## src/rtl/dma_pkg.sv

```systemverilog
package dma_pkg;

  typedef enum logic [2:0] {
    ST_IDLE,
    ST_ARB,
    ST_MOVE,
    ST_GAP,
    ST_FIN
  } mv_state_t;

  localparam logic [1:0] RIX_ADDR   = 2'd0;
  localparam logic [1:0] RIX_LEN    = 2'd1;
  localparam logic [1:0] RIX_CTRL   = 2'd2;
  localparam logic [1:0] RIX_STATUS = 2'd3;

  localparam logic DIR_TO_MEM = 1'b0;
  localparam logic DIR_TO_DEV = 1'b1;

endpackage

```

## src/rtl/dma_regs.sv

```systemverilog
module dma_regs
  import dma_pkg::*;
#(
  parameter int AW    = 32,
  parameter int DW    = 32,
  parameter int LEN_W = 24
) (
  input  logic             clk,
  input  logic             rst_n,
  input  logic             reg_wr,
  input  logic             reg_rd,
  input  logic [1:0]       reg_addr,
  input  logic [DW-1:0]    reg_wdata,
  output logic [DW-1:0]    reg_rdata,
  input  logic             busy,
  input  logic             done_evt,
  output logic             go,
  output logic             go_dir,
  output logic [AW-1:0]    go_addr,
  output logic [LEN_W-1:0] go_len,
  output logic             irq
);

  logic [AW-1:0]    addr_q, addr_d;
  logic [LEN_W-1:0] len_q, len_d;
  logic             dir_q, dir_d;
  logic             done_q, done_d;
  logic             wr_addr, wr_len, wr_ctrl, rd_stat;

  assign wr_addr = reg_wr && (reg_addr == RIX_ADDR);
  assign wr_len  = reg_wr && (reg_addr == RIX_LEN);
  assign wr_ctrl = reg_wr && (reg_addr == RIX_CTRL);
  assign rd_stat = reg_rd && (reg_addr == RIX_STATUS);

  // start accepted only when the engine is idle
  assign go      = wr_ctrl && reg_wdata[1] && !busy;
  assign go_dir  = reg_wdata[0];
  assign go_addr = addr_q;
  assign go_len  = len_q;
  assign irq     = done_q;

  always_comb begin
    addr_d = addr_q;
    len_d  = len_q;
    dir_d  = dir_q;
    done_d = done_q;
    if (wr_addr) addr_d = reg_wdata[AW-1:0];
    if (wr_len)  len_d  = reg_wdata[LEN_W-1:0];
    if (wr_ctrl) dir_d  = reg_wdata[0];
    if (rd_stat) done_d = 1'b0;
    if (done_evt) done_d = 1'b1;
  end

  always_ff @(posedge clk or negedge rst_n) begin
    if (!rst_n) begin
      addr_q <= '0;
      len_q  <= '0;
      dir_q  <= 1'b0;
      done_q <= 1'b0;
    end else begin
      if (wr_addr) addr_q <= addr_d;
      if (wr_len)  len_q  <= len_d;
      if (wr_ctrl) dir_q  <= dir_d;
      if (rd_stat || done_evt) done_q <= done_d;
    end
  end

  always_comb begin
    reg_rdata = '0;
    case (reg_addr)
      RIX_ADDR:   reg_rdata[AW-1:0]    = addr_q;
      RIX_LEN:    reg_rdata[LEN_W-1:0] = len_q;
      RIX_CTRL:   reg_rdata[0]         = dir_q;
      default:    reg_rdata[1:0]       = {done_q, busy};
    endcase
  end

endmodule

```

## src/rtl/dma_seg_calc.sv

```systemverilog
module dma_seg_calc #(
  parameter int LEN_W      = 24,
  parameter int PAGE_BYTES = 4096,
  parameter int WB_BITS    = 2,
  localparam int PG_BITS   = $clog2(PAGE_BYTES),
  localparam int CW        = (LEN_W > PG_BITS + 1) ? LEN_W : PG_BITS + 1
) (
  input  logic [PG_BITS-1:0] page_off,
  input  logic [LEN_W-1:0]   remain,
  output logic [CW-1:0]      seg_words
);

  logic [CW-1:0] to_bound;
  logic [CW-1:0] rem_ext;
  logic [CW-1:0] seg_bytes;

  always_comb begin
    to_bound  = CW'(PAGE_BYTES) - CW'(page_off);
    rem_ext   = CW'(remain);
    seg_bytes = (rem_ext < to_bound) ? rem_ext : to_bound;
    seg_words = seg_bytes >> WB_BITS;
  end

endmodule

```

## src/rtl/dma_mover.sv

```systemverilog
module dma_mover
  import dma_pkg::*;
#(
  parameter int AW         = 32,
  parameter int DW         = 32,
  parameter int LEN_W      = 24,
  parameter int PAGE_BYTES = 4096,
  localparam int WB        = DW / 8,
  localparam int WB_BITS   = $clog2(WB),
  localparam int PG_BITS   = $clog2(PAGE_BYTES),
  localparam int CW        = (LEN_W > PG_BITS + 1) ? LEN_W : PG_BITS + 1
) (
  input  logic             clk,
  input  logic             rst_n,
  input  logic             go,
  input  logic             go_dir,
  input  logic [AW-1:0]    go_addr,
  input  logic [LEN_W-1:0] go_len,
  output logic             busy,
  output logic             done_evt,
  output logic             mem_req,
  input  logic             mem_gnt,
  output logic             mem_cmd,
  output logic             mem_we,
  output logic [AW-1:0]    mem_addr,
  output logic [DW-1:0]    mem_wdata,
  input  logic             mem_ack,
  input  logic [DW-1:0]    mem_rdata,
  input  logic             dev_rx_valid,
  input  logic [DW-1:0]    dev_rx_data,
  output logic             dev_rx_ready,
  output logic             dev_tx_valid,
  output logic [DW-1:0]    dev_tx_data,
  input  logic             dev_tx_ready
);

  localparam logic [AW-1:0]    AMASK = ~AW'(WB - 1);
  localparam logic [LEN_W-1:0] LMASK = ~LEN_W'(WB - 1);

  mv_state_t        st_q, st_d;
  logic [AW-1:0]    addr_q, addr_d;
  logic [LEN_W-1:0] rem_q, rem_d;
  logic [CW-1:0]    segw_q, segw_d;
  logic [DW-1:0]    buf_q, buf_d;
  logic             full_q, full_d;
  logic             dir_q, dir_d;
  logic [CW-1:0]    seg_words;
  logic             in_move, seg_left, pop, push, beat;

  dma_seg_calc #(
    .LEN_W     (LEN_W),
    .PAGE_BYTES(PAGE_BYTES),
    .WB_BITS   (WB_BITS)
  ) u_seg (
    .page_off (addr_q[PG_BITS-1:0]),
    .remain   (rem_q),
    .seg_words(seg_words)
  );

  assign in_move  = (st_q == ST_MOVE);
  assign seg_left = (segw_q != '0);

  assign dev_rx_ready = in_move && (dir_q == DIR_TO_MEM) && !full_q && seg_left;
  assign dev_tx_valid = in_move && (dir_q == DIR_TO_DEV) && full_q;
  assign dev_tx_data  = buf_q;
  assign pop          = dev_rx_ready && dev_rx_valid;
  assign push         = dev_tx_valid && dev_tx_ready;

  assign mem_req   = (st_q == ST_ARB) || in_move;
  assign mem_cmd   = in_move && seg_left && ((dir_q == DIR_TO_MEM) ? full_q : !full_q);
  assign mem_we    = (dir_q == DIR_TO_MEM);
  assign mem_addr  = addr_q;
  assign mem_wdata = buf_q;
  assign beat      = mem_cmd && mem_ack;

  assign busy     = (st_q != ST_IDLE);
  assign done_evt = (st_q == ST_FIN);

  always_comb begin
    st_d   = st_q;
    addr_d = addr_q;
    rem_d  = rem_q;
    segw_d = segw_q;
    buf_d  = buf_q;
    full_d = full_q;
    dir_d  = dir_q;
    case (st_q)
      ST_IDLE: begin
        if (go) begin
          addr_d = go_addr & AMASK;
          rem_d  = go_len & LMASK;
          dir_d  = go_dir;
          full_d = 1'b0;
          st_d   = ((go_len & LMASK) == '0) ? ST_FIN : ST_ARB;
        end
      end
      ST_ARB: begin
        if (mem_gnt) begin
          segw_d = seg_words;
          st_d   = ST_MOVE;
        end
      end
      ST_MOVE: begin
        if (pop) begin
          buf_d  = dev_rx_data;
          full_d = 1'b1;
        end
        if (beat) begin
          addr_d = addr_q + AW'(WB);
          rem_d  = rem_q - LEN_W'(WB);
          segw_d = segw_q - 1'b1;
          if (dir_q == DIR_TO_DEV) begin
            buf_d  = mem_rdata;
            full_d = 1'b1;
          end else begin
            full_d = 1'b0;
          end
        end
        if (push) full_d = 1'b0;
        if (!seg_left && !full_q) st_d = (rem_q == '0) ? ST_FIN : ST_GAP;
      end
      ST_GAP:  st_d = ST_ARB;
      default: st_d = ST_IDLE;
    endcase
  end

  always_ff @(posedge clk or negedge rst_n) begin
    if (!rst_n) begin
      st_q   <= ST_IDLE;
      addr_q <= '0;
      rem_q  <= '0;
      segw_q <= '0;
      buf_q  <= '0;
      full_q <= 1'b0;
      dir_q  <= 1'b0;
    end else begin
      st_q <= st_d;
      if (go || beat) begin
        addr_q <= addr_d;
        rem_q  <= rem_d;
      end
      if (go) dir_q <= dir_d;
      if (beat || (st_q == ST_ARB)) segw_q <= segw_d;
      if (pop || (beat && dir_q == DIR_TO_DEV)) buf_q <= buf_d;
      full_q <= full_d;
    end
  end

endmodule

```

## src/rtl/dma_page_engine.sv

```systemverilog
module dma_page_engine #(
  parameter int AW         = 32,
  parameter int DW         = 32,
  parameter int LEN_W      = 24,
  parameter int PAGE_BYTES = 4096
) (
  input  logic          clk,
  input  logic          rst_n,
  input  logic          reg_wr,
  input  logic          reg_rd,
  input  logic [1:0]    reg_addr,
  input  logic [DW-1:0] reg_wdata,
  output logic [DW-1:0] reg_rdata,
  output logic          mem_req,
  input  logic          mem_gnt,
  output logic          mem_cmd,
  output logic          mem_we,
  output logic [AW-1:0] mem_addr,
  output logic [DW-1:0] mem_wdata,
  input  logic          mem_ack,
  input  logic [DW-1:0] mem_rdata,
  input  logic          dev_rx_valid,
  input  logic [DW-1:0] dev_rx_data,
  output logic          dev_rx_ready,
  output logic          dev_tx_valid,
  output logic [DW-1:0] dev_tx_data,
  input  logic          dev_tx_ready,
  output logic          irq
);

  logic [1:0]       rs_q;
  logic             rst_n_i;
  logic             eng_busy, done_evt, go, go_dir;
  logic [AW-1:0]    go_addr;
  logic [LEN_W-1:0] go_len;

  // asynchronous assert, synchronous release
  always_ff @(posedge clk or negedge rst_n) begin
    if (!rst_n) rs_q <= 2'b00;
    else        rs_q <= {rs_q[0], 1'b1};
  end
  assign rst_n_i = rs_q[1];

  dma_regs #(.AW(AW), .DW(DW), .LEN_W(LEN_W)) u_regs (
    .clk      (clk),
    .rst_n    (rst_n_i),
    .reg_wr   (reg_wr),
    .reg_rd   (reg_rd),
    .reg_addr (reg_addr),
    .reg_wdata(reg_wdata),
    .reg_rdata(reg_rdata),
    .busy     (eng_busy),
    .done_evt (done_evt),
    .go       (go),
    .go_dir   (go_dir),
    .go_addr  (go_addr),
    .go_len   (go_len),
    .irq      (irq)
  );

  dma_mover #(.AW(AW), .DW(DW), .LEN_W(LEN_W), .PAGE_BYTES(PAGE_BYTES)) u_mover (
    .clk         (clk),
    .rst_n       (rst_n_i),
    .go          (go),
    .go_dir      (go_dir),
    .go_addr     (go_addr),
    .go_len      (go_len),
    .busy        (eng_busy),
    .done_evt    (done_evt),
    .mem_req     (mem_req),
    .mem_gnt     (mem_gnt),
    .mem_cmd     (mem_cmd),
    .mem_we      (mem_we),
    .mem_addr    (mem_addr),
    .mem_wdata   (mem_wdata),
    .mem_ack     (mem_ack),
    .mem_rdata   (mem_rdata),
    .dev_rx_valid(dev_rx_valid),
    .dev_rx_data (dev_rx_data),
    .dev_rx_ready(dev_rx_ready),
    .dev_tx_valid(dev_tx_valid),
    .dev_tx_data (dev_tx_data),
    .dev_tx_ready(dev_tx_ready)
  );

endmodule

```

## config.mk

```make
export PLATFORM = sky130hd
export DESIGN_NAME = dma_page_engine
export DESIGN_NICKNAME = d
export VERILOG_FILES = /design/src/rtl/dma_pkg.sv /design/src/rtl/dma_regs.sv /design/src/rtl/dma_seg_calc.sv /design/src/rtl/dma_mover.sv /design/src/rtl/dma_page_engine.sv
export SDC_FILE = /design/constraint.sdc
export NUM_CORES = 1
export LEC_CHECK = 0
export BUFFER_PORTS_ARGS = -buffer_cell sky130_fd_sc_hd__buf_2
export CORE_MARGIN = 4
export CORE_UTILIZATION = 27
export CTS_BUF_LIST = sky130_fd_sc_hd__clkbuf_2 sky130_fd_sc_hd__clkbuf_4 sky130_fd_sc_hd__clkbuf_8
export CTS_CLUSTER_DIAMETER = 120
export DETAILED_ROUTE_END_ITERATION = 6
export HOLD_SLACK_MARGIN = 0.03
export PLACE_DENSITY = 0.46
export SETUP_SLACK_MARGIN = 0.2
export SYNTH_ARGS = -nofsm -noshare
export SYNTH_HDL_FRONTEND = slang
export SYNTH_HIERARCHICAL = 1
export SYNTH_SLANG_ARGS = --single-unit
```

## constraint.sdc

```tcl
create_clock -name clk -period 12.23 [get_ports clk]
set_clock_uncertainty 0.05 [all_clocks]
set_input_delay 2.446 -clock clk [delete_from_list [all_inputs] [get_ports clk]]
set_output_delay 2.446 -clock clk [all_outputs]
set_load 0.02 [all_outputs]
```

Word-level counts from Yosys, hierarchy flattened
Index checks and enable logic that the tools add are counted.
W data, S select, Z words.
{"block": "word_totals", "in_bits": 106, "regBits": 177, "elab_cells": 104, "output_inout_bits": 134}
{"block": "op_classes", "n_lt_le_gt_ge": 1, "eq_ne": 12, "reduce_logical": 42, "add_sub_neg": 4, "n_bitwise": 1, "mux": 32}
{"op": "$mux W32", "n": 5}
{"op": "$mux W24", "n": 5}
{"op": "$pmux W24 S2", "n": 2}
{"op": "$pmux W32 S2", "n": 1}
{"op": "$logic_not A24 Y1", "n": 2}
{"op": "$pmux W22 S2", "n": 1}
{"op": "$add A32 B3 Y32 const B", "n": 1}
{"op": "$lt A24 B24 Y1", "n": 1}
{"op": "$reduce_bool A24 Y1", "n": 1}
{"op": "$sub A24 B1 Y24 const B", "n": 1}
{"op": "$sub A24 B3 Y24 const B", "n": 1}
{"op": "$logic_and A1 B1 Y1", "n": 18}
{"op": "$mux W3", "n": 5}
{"op": "$sub A13 B12 Y14 const A", "n": 1}
{"op": "$pmux W3 S4", "n": 1}
{"op": "$mux W1", "n": 8}
{"op": "$mux W8", "n": 1}
{"op": "$reduce_and A4 Y1", "n": 2}
{"op": "$eq A3 B2 Y1 const B", "n": 2}
{"op": "$ne A2 B2 Y1 const B", "n": 3}
{"op": "$pmux W1 S3", "n": 2}
{"op": "$reduce_and A2 Y1", "n": 3}
{"op": "$reduce_and A3 Y1", "n": 2}
{"op": "$reduce_bool A2 Y1", "n": 3}
{"op": "13 further kinds", "n": 20}

Depth between registers and ports, before layout
{"block": "logic_depth", "ltp_word": 9, "mapped_depth": 15}

By module
The synthesis kept the hierarchy.
{"module": "dma_mover", "instances": 1, "cells_each": 803, "area_per_inst_um2": 7285.7}
{"module": "dma_regs", "instances": 1, "cells_each": 190, "area_per_inst_um2": 2652.5}
{"module": "dma_seg_calc", "instances": 1, "cells_each": 103, "area_per_inst_um2": 765.7}
{"module": "dma_page_engine", "instances": 1, "cells_each": 3, "area_per_inst_um2": 53.8}

Worst setup path before layout
Ideal clock, no wire load.
{"block": "synth_timing", "path_kind": "input -> output", "startpoint": "input reg_addr[0]", "endpoint": "output reg_rdata[1]", "cell_stages": 3, "setup_slack_ps": 6531, "arrival_ps": 3203, "path_buffers": 1, "cell_sequence": "buf_4 mux2i_1 o21ai_0"}
{"block": "synth_via", "elab_chain_len": 2, "word_cells_on_any_way": 4, "classes_between": "eq/ne: 2; mux: 1; reduce/logical: 1"}
{"element": "from (decl)", "line_no": "dma_page_engine.sv:11", "source": "input logic [1:0] reg_addr,"}
{"element": "$eq A2 B2 Y1 (tied with other cells)", "line_no": "dma_regs.sv:70", "source": "case (reg_addr)"}
{"element": "$pmux W1 S3 (*)", "line_no": "dma_regs.sv:70"}
{"element": "to (decl)", "line_no": "dma_page_engine.sv:13", "source": "output logic [DW-1:0] reg_rdata,"}
Every way passes the cells marked *; elsewhere a longest branch is shown, timed or not.

Worst setup path in the final report
{"block": "layout_timing", "startpoint": "input reg_addr[0]", "endpoint": "output reg_rdata[24]"}
{"block": "layout_via", "elab_chain_len": 2}
{"element": "$logic_not A2 Y1", "line_no": "dma_regs.sv:70"}
{"element": "$mux W8", "line_no": "dma_regs.sv:70"}
No other way between the ends.

==> flow_summary.toml <==
[status]
outcome = "finished, final reports clean"

[clocking]
cts_hold_repair.buffers = 0
cts_tree = "built"
depth_of_the_cts_h_tree = 4
clock_insertion_delay_worst_skew_ps = 500
clock_sinks = 173
clk_transition_reported_paths_ps = 100
cts.repair_timing.setup_buffer_count = 0
cts_made_buffers = 17
cts.repair.resized = 0
clock_tree.buffer_depth = 2
cts_root_buffer = "sky130_fd_sc_hd__clkbuf_8"

[detailed_routing]
route.final.wire_length_um = 35700
ant_nets = 0
avgRoutedWirePerCell_um = 19.7
drt_pre_antenna_iters = 5
detail_route.drc_violations = 0
via_count = 9303
vias_per_cell = 5.14
initial_drt_markers = 422

[logic_synthesis]
synth_cell_types = 79
synthesis.area_per_instance_um2 = 9.79
synth.largest_area_cell = "sky130_fd_sc_hd__dfrtp_1"
synth_enable_flop_cells = 0
yosys_warnings = 6
ys.flop_type = "sky130_fd_sc_hd__dfrtp_1"
synth_async_sr_flop_share_pct = 100
synth_top_cells_by_count = "sky130_fd_sc_hd__dfrtp_1 (173), sky130_fd_sc_hd__mux2_2 (113), sky130_fd_sc_hd__nor2_1 (106)"
post-synth-top-count-cell = "sky130_fd_sc_hd__dfrtp_1"
synth_sequential_area_ratio_pct = 40.2
post-synth-top-area-fraction_pct = 40.2
mapped_area_um2 = 10800
gate_count_of_the_mapped_netlist = 1099
postSynthRegisterBits = 173
main_area_contributors_after_synthesis = "sky130_fd_sc_hd__dfrtp_1 (40%), sky130_fd_sc_hd__mux2_2 (12%), sky130_fd_sc_hd__nor2_1 (3.7%)"

[critical_path]
ff2ff_setup_slack_ps = 7920
worst-r2r-cell-count = 10
timing.critical_path.from_type = "primary input"
cp_max_fo = 30
worstPathRequired_ps = 9730
r2r-start = "u_mover/st_q[1]$_DFFE_PN0P_"
worst_r2r_end = "u_mover/rem_q[11]$_DFFE_PN0P_"
crit_type = "primary input to primary output"
arrival_ps = 3940
timing.critical_path.to_type = "primary output"

[sta]
hold_viol = 0
maxClockFrequency_mhz = 155
timing.final.setup_violations = 0
worst-slew-pin-transition_ps = 1250
timing.final.max_slew_violations = 0
final.setup.worst_slack_ps = 5790
layout_worst_path_cycle_share_pct = 52.6
slew-limit-headroom_pct = 15.8
grt_setup_unrepaired = "false"
finalWorstPathRequiredPeriod_ps = 6440
setup_total_negative_slack_ps = 0

[grt]
overflow = 0
grt.busiest_layer = "met2"
globalRouteTotalUtil_pct = 16.2
number_of_global_route_vias_before_repair = 9309
globalRouteMet3Util_pct = 3.07
grt_start_max_net_pins = 81
grt_util_met1_pct = 21.0
grt_pass1_wl_um = 56300
met2_usage_pct = 27.7
antenna_violations_before_repair = 0

[job]
max_cap_violations = 0

[power]
p_leak_nw = 5.48
ir_worst_vdd_mv = 0.100
combPwrFrac_pct = 48.0
sw_frac_of_total_pct = 48.1
p_switching_mw = 1.39
power-per-cell-area_nw_per_um2 = 232
internal_power_mw = 1.50
clock_power_share_pct = 14.3
p_seq_share_pct = 37.7

[floorplan]
floorplan.initialDensity_pct = 27.6
chipWidth_um = 208
die-area_um2 = 43100
placement_rows = 72
die_height_um = 208
core-area_um2 = 39000
pin_count = 240

[cells_and_area]
layout.filler_cells = 4136
insertedDiodeCount = 0
final-seq-area_um2 = 4330
drive_above_1_share_pct = 33.2
fin_nets = 1403
multi_input_comb_area_um2 = 5680
syn_to_final_growth_pct = 15.8

[hold_path]
hold_class = "flip-flop to flip-flop"
worst_hold_startpoint = "rs_q[0]$_DFF_PN0_"
end_point_of_the_most_critical_hold_path = "rs_q[1]$_DFF_PN0_"
timing.hold.worst_path_depth = 0

[place]
detailed_place_hpwl_um = 25700
port_buffers = 237
pre_cts_ws_ps = 5780
finalWeightedCongestion = 0.767
==> layer usage <==
metal	wire length (um)	up-vias
met5	0	-
met3	1500	42
li1	-	4373
met1	15800	4648
met2	17500	240
met4	824	0
==> worst max-delay path, cell delays in order <==
cell and delay [ps]:
sky130_fd_sc_hd__buf_2 690, sky130_fd_sc_hd__nor2_1 360, sky130_fd_sc_hd__and2_1 280, sky130_fd_sc_hd__buf_2 160
==> cell families after synthesis <==
family | count (synthesis) | share of synthesized area, %
and+or+nand+nor | 348 | 16.8
other | 3 | 0.105
xor gates and xnor gates | 10 | 0.814
muxes | 160 | 16.4
adders and majority gates | 17 | 1.98
AOI/OAI and AO/OA | 248 | 15.8
buffers and inverters | 140 | 7.80
DFF | 173 | 40.2
==> metrics by stage <==
step           hold WS, ps  instances  util, %  power [mW]  cell area (um^2)
5_1_grt                319       1811     31.9        3.11             12500
4_1_cts                312       1811     31.9        2.92             12500
2_1_floorplan          281       1119        -        2.08             10800
3_3_place_gp           286       1779     30.9        2.48             12100
3_5_place_dp           287       1779     30.9        2.49             12100
6_report               310       1811     31.9        2.89             12500
==> flip-flops by register name (all words and copies together) (netlist names) <==
name,cells
u_regs/irq,1
u_mover/mem_addr,30
u_mover/dir_q,1
u_mover/rem_q,22
u_mover/segw_q,24
u_regs/go_len,24
u_regs/go_addr,32
u_regs/dir_q,1
rs_q,2
u_mover/st_q,3
u_mover/full_q,1
u_mover/dev_tx_data,32
==> worst max path at each step <==
| stage | start | end | depth (start not counted) |
|---|---|---|---|
| after global placement | reg_addr[0] | reg_rdata[27] | 4 |
| after CTS | reg_addr[0] | reg_rdata[24] | 4 |
| after floorplan | reg_addr[0] | reg_rdata[1] | 3 |
| final | reg_addr[0] | reg_rdata[24] | 4 |
| after global routing | reg_addr[0] | reg_rdata[31] | 4 |
| after detailed placement | reg_addr[0] | reg_rdata[30] | 4 |
==> layout make-up <==
class | count | share of cell area (%)
Timing Repair Buffer | 252 | 10.4
Inverter | 30 | 0.904
Clock inverter | 15 | 1.22
Clock buffer | 17 | 1.88
Tap cell | 518 | 5.20
Sequential cell | 173 | 34.8
Multi-Input combinational cell | 806 | 45.6
==> layout by cell type, fill, tap and decap left out, drive strengths merged, types with 6 or more instances in the layout <==
cell type | Yosys | final
nand4 | 15 | 15
nor2 | 106 | 106
and4 | 7 | 7
buf | 83 | 252
ha | 17 | 17
o21ai | 36 | 36
nor3b | 6 | 6
a2bb2oi | 8 | 8
nand3 | 30 | 30
nand2b | 6 | 6
conb | 3 | 23
a211oi | 7 | 7
nand2 | 67 | 67
mux2i | 37 | 37
mux2 | 122 | 122
nor4 | 27 | 27
o22a | 14 | 14
clkbuf | 27 | 17
inv | 30 | 38
a41oi | 6 | 6
a22oi | 11 | 11
a31oi | 17 | 17
xor2 | 7 | 7
a311oi | 13 | 13
and2 | 15 | 15
or3 | 9 | 9
dfrtp | 173 | 173
o2bb2ai | 6 | 6
a21oi | 68 | 68
and3 | 10 | 10
nor3 | 30 | 30
o22ai | 20 | 20
==> power by group through the flow <==
stage                     sequential [mW]  combinational [mW]  clock, mW
after floorplan                      1.12               0.959          0
after global placement               1.10                1.38          0
after detailed placement             1.10                1.40          0
after CTS                            1.09                1.40      0.429
after global routing                 1.13                1.53      0.451
final                                1.09                1.39      0.413
Note: power is estimated with default switching activity, not from simulation.
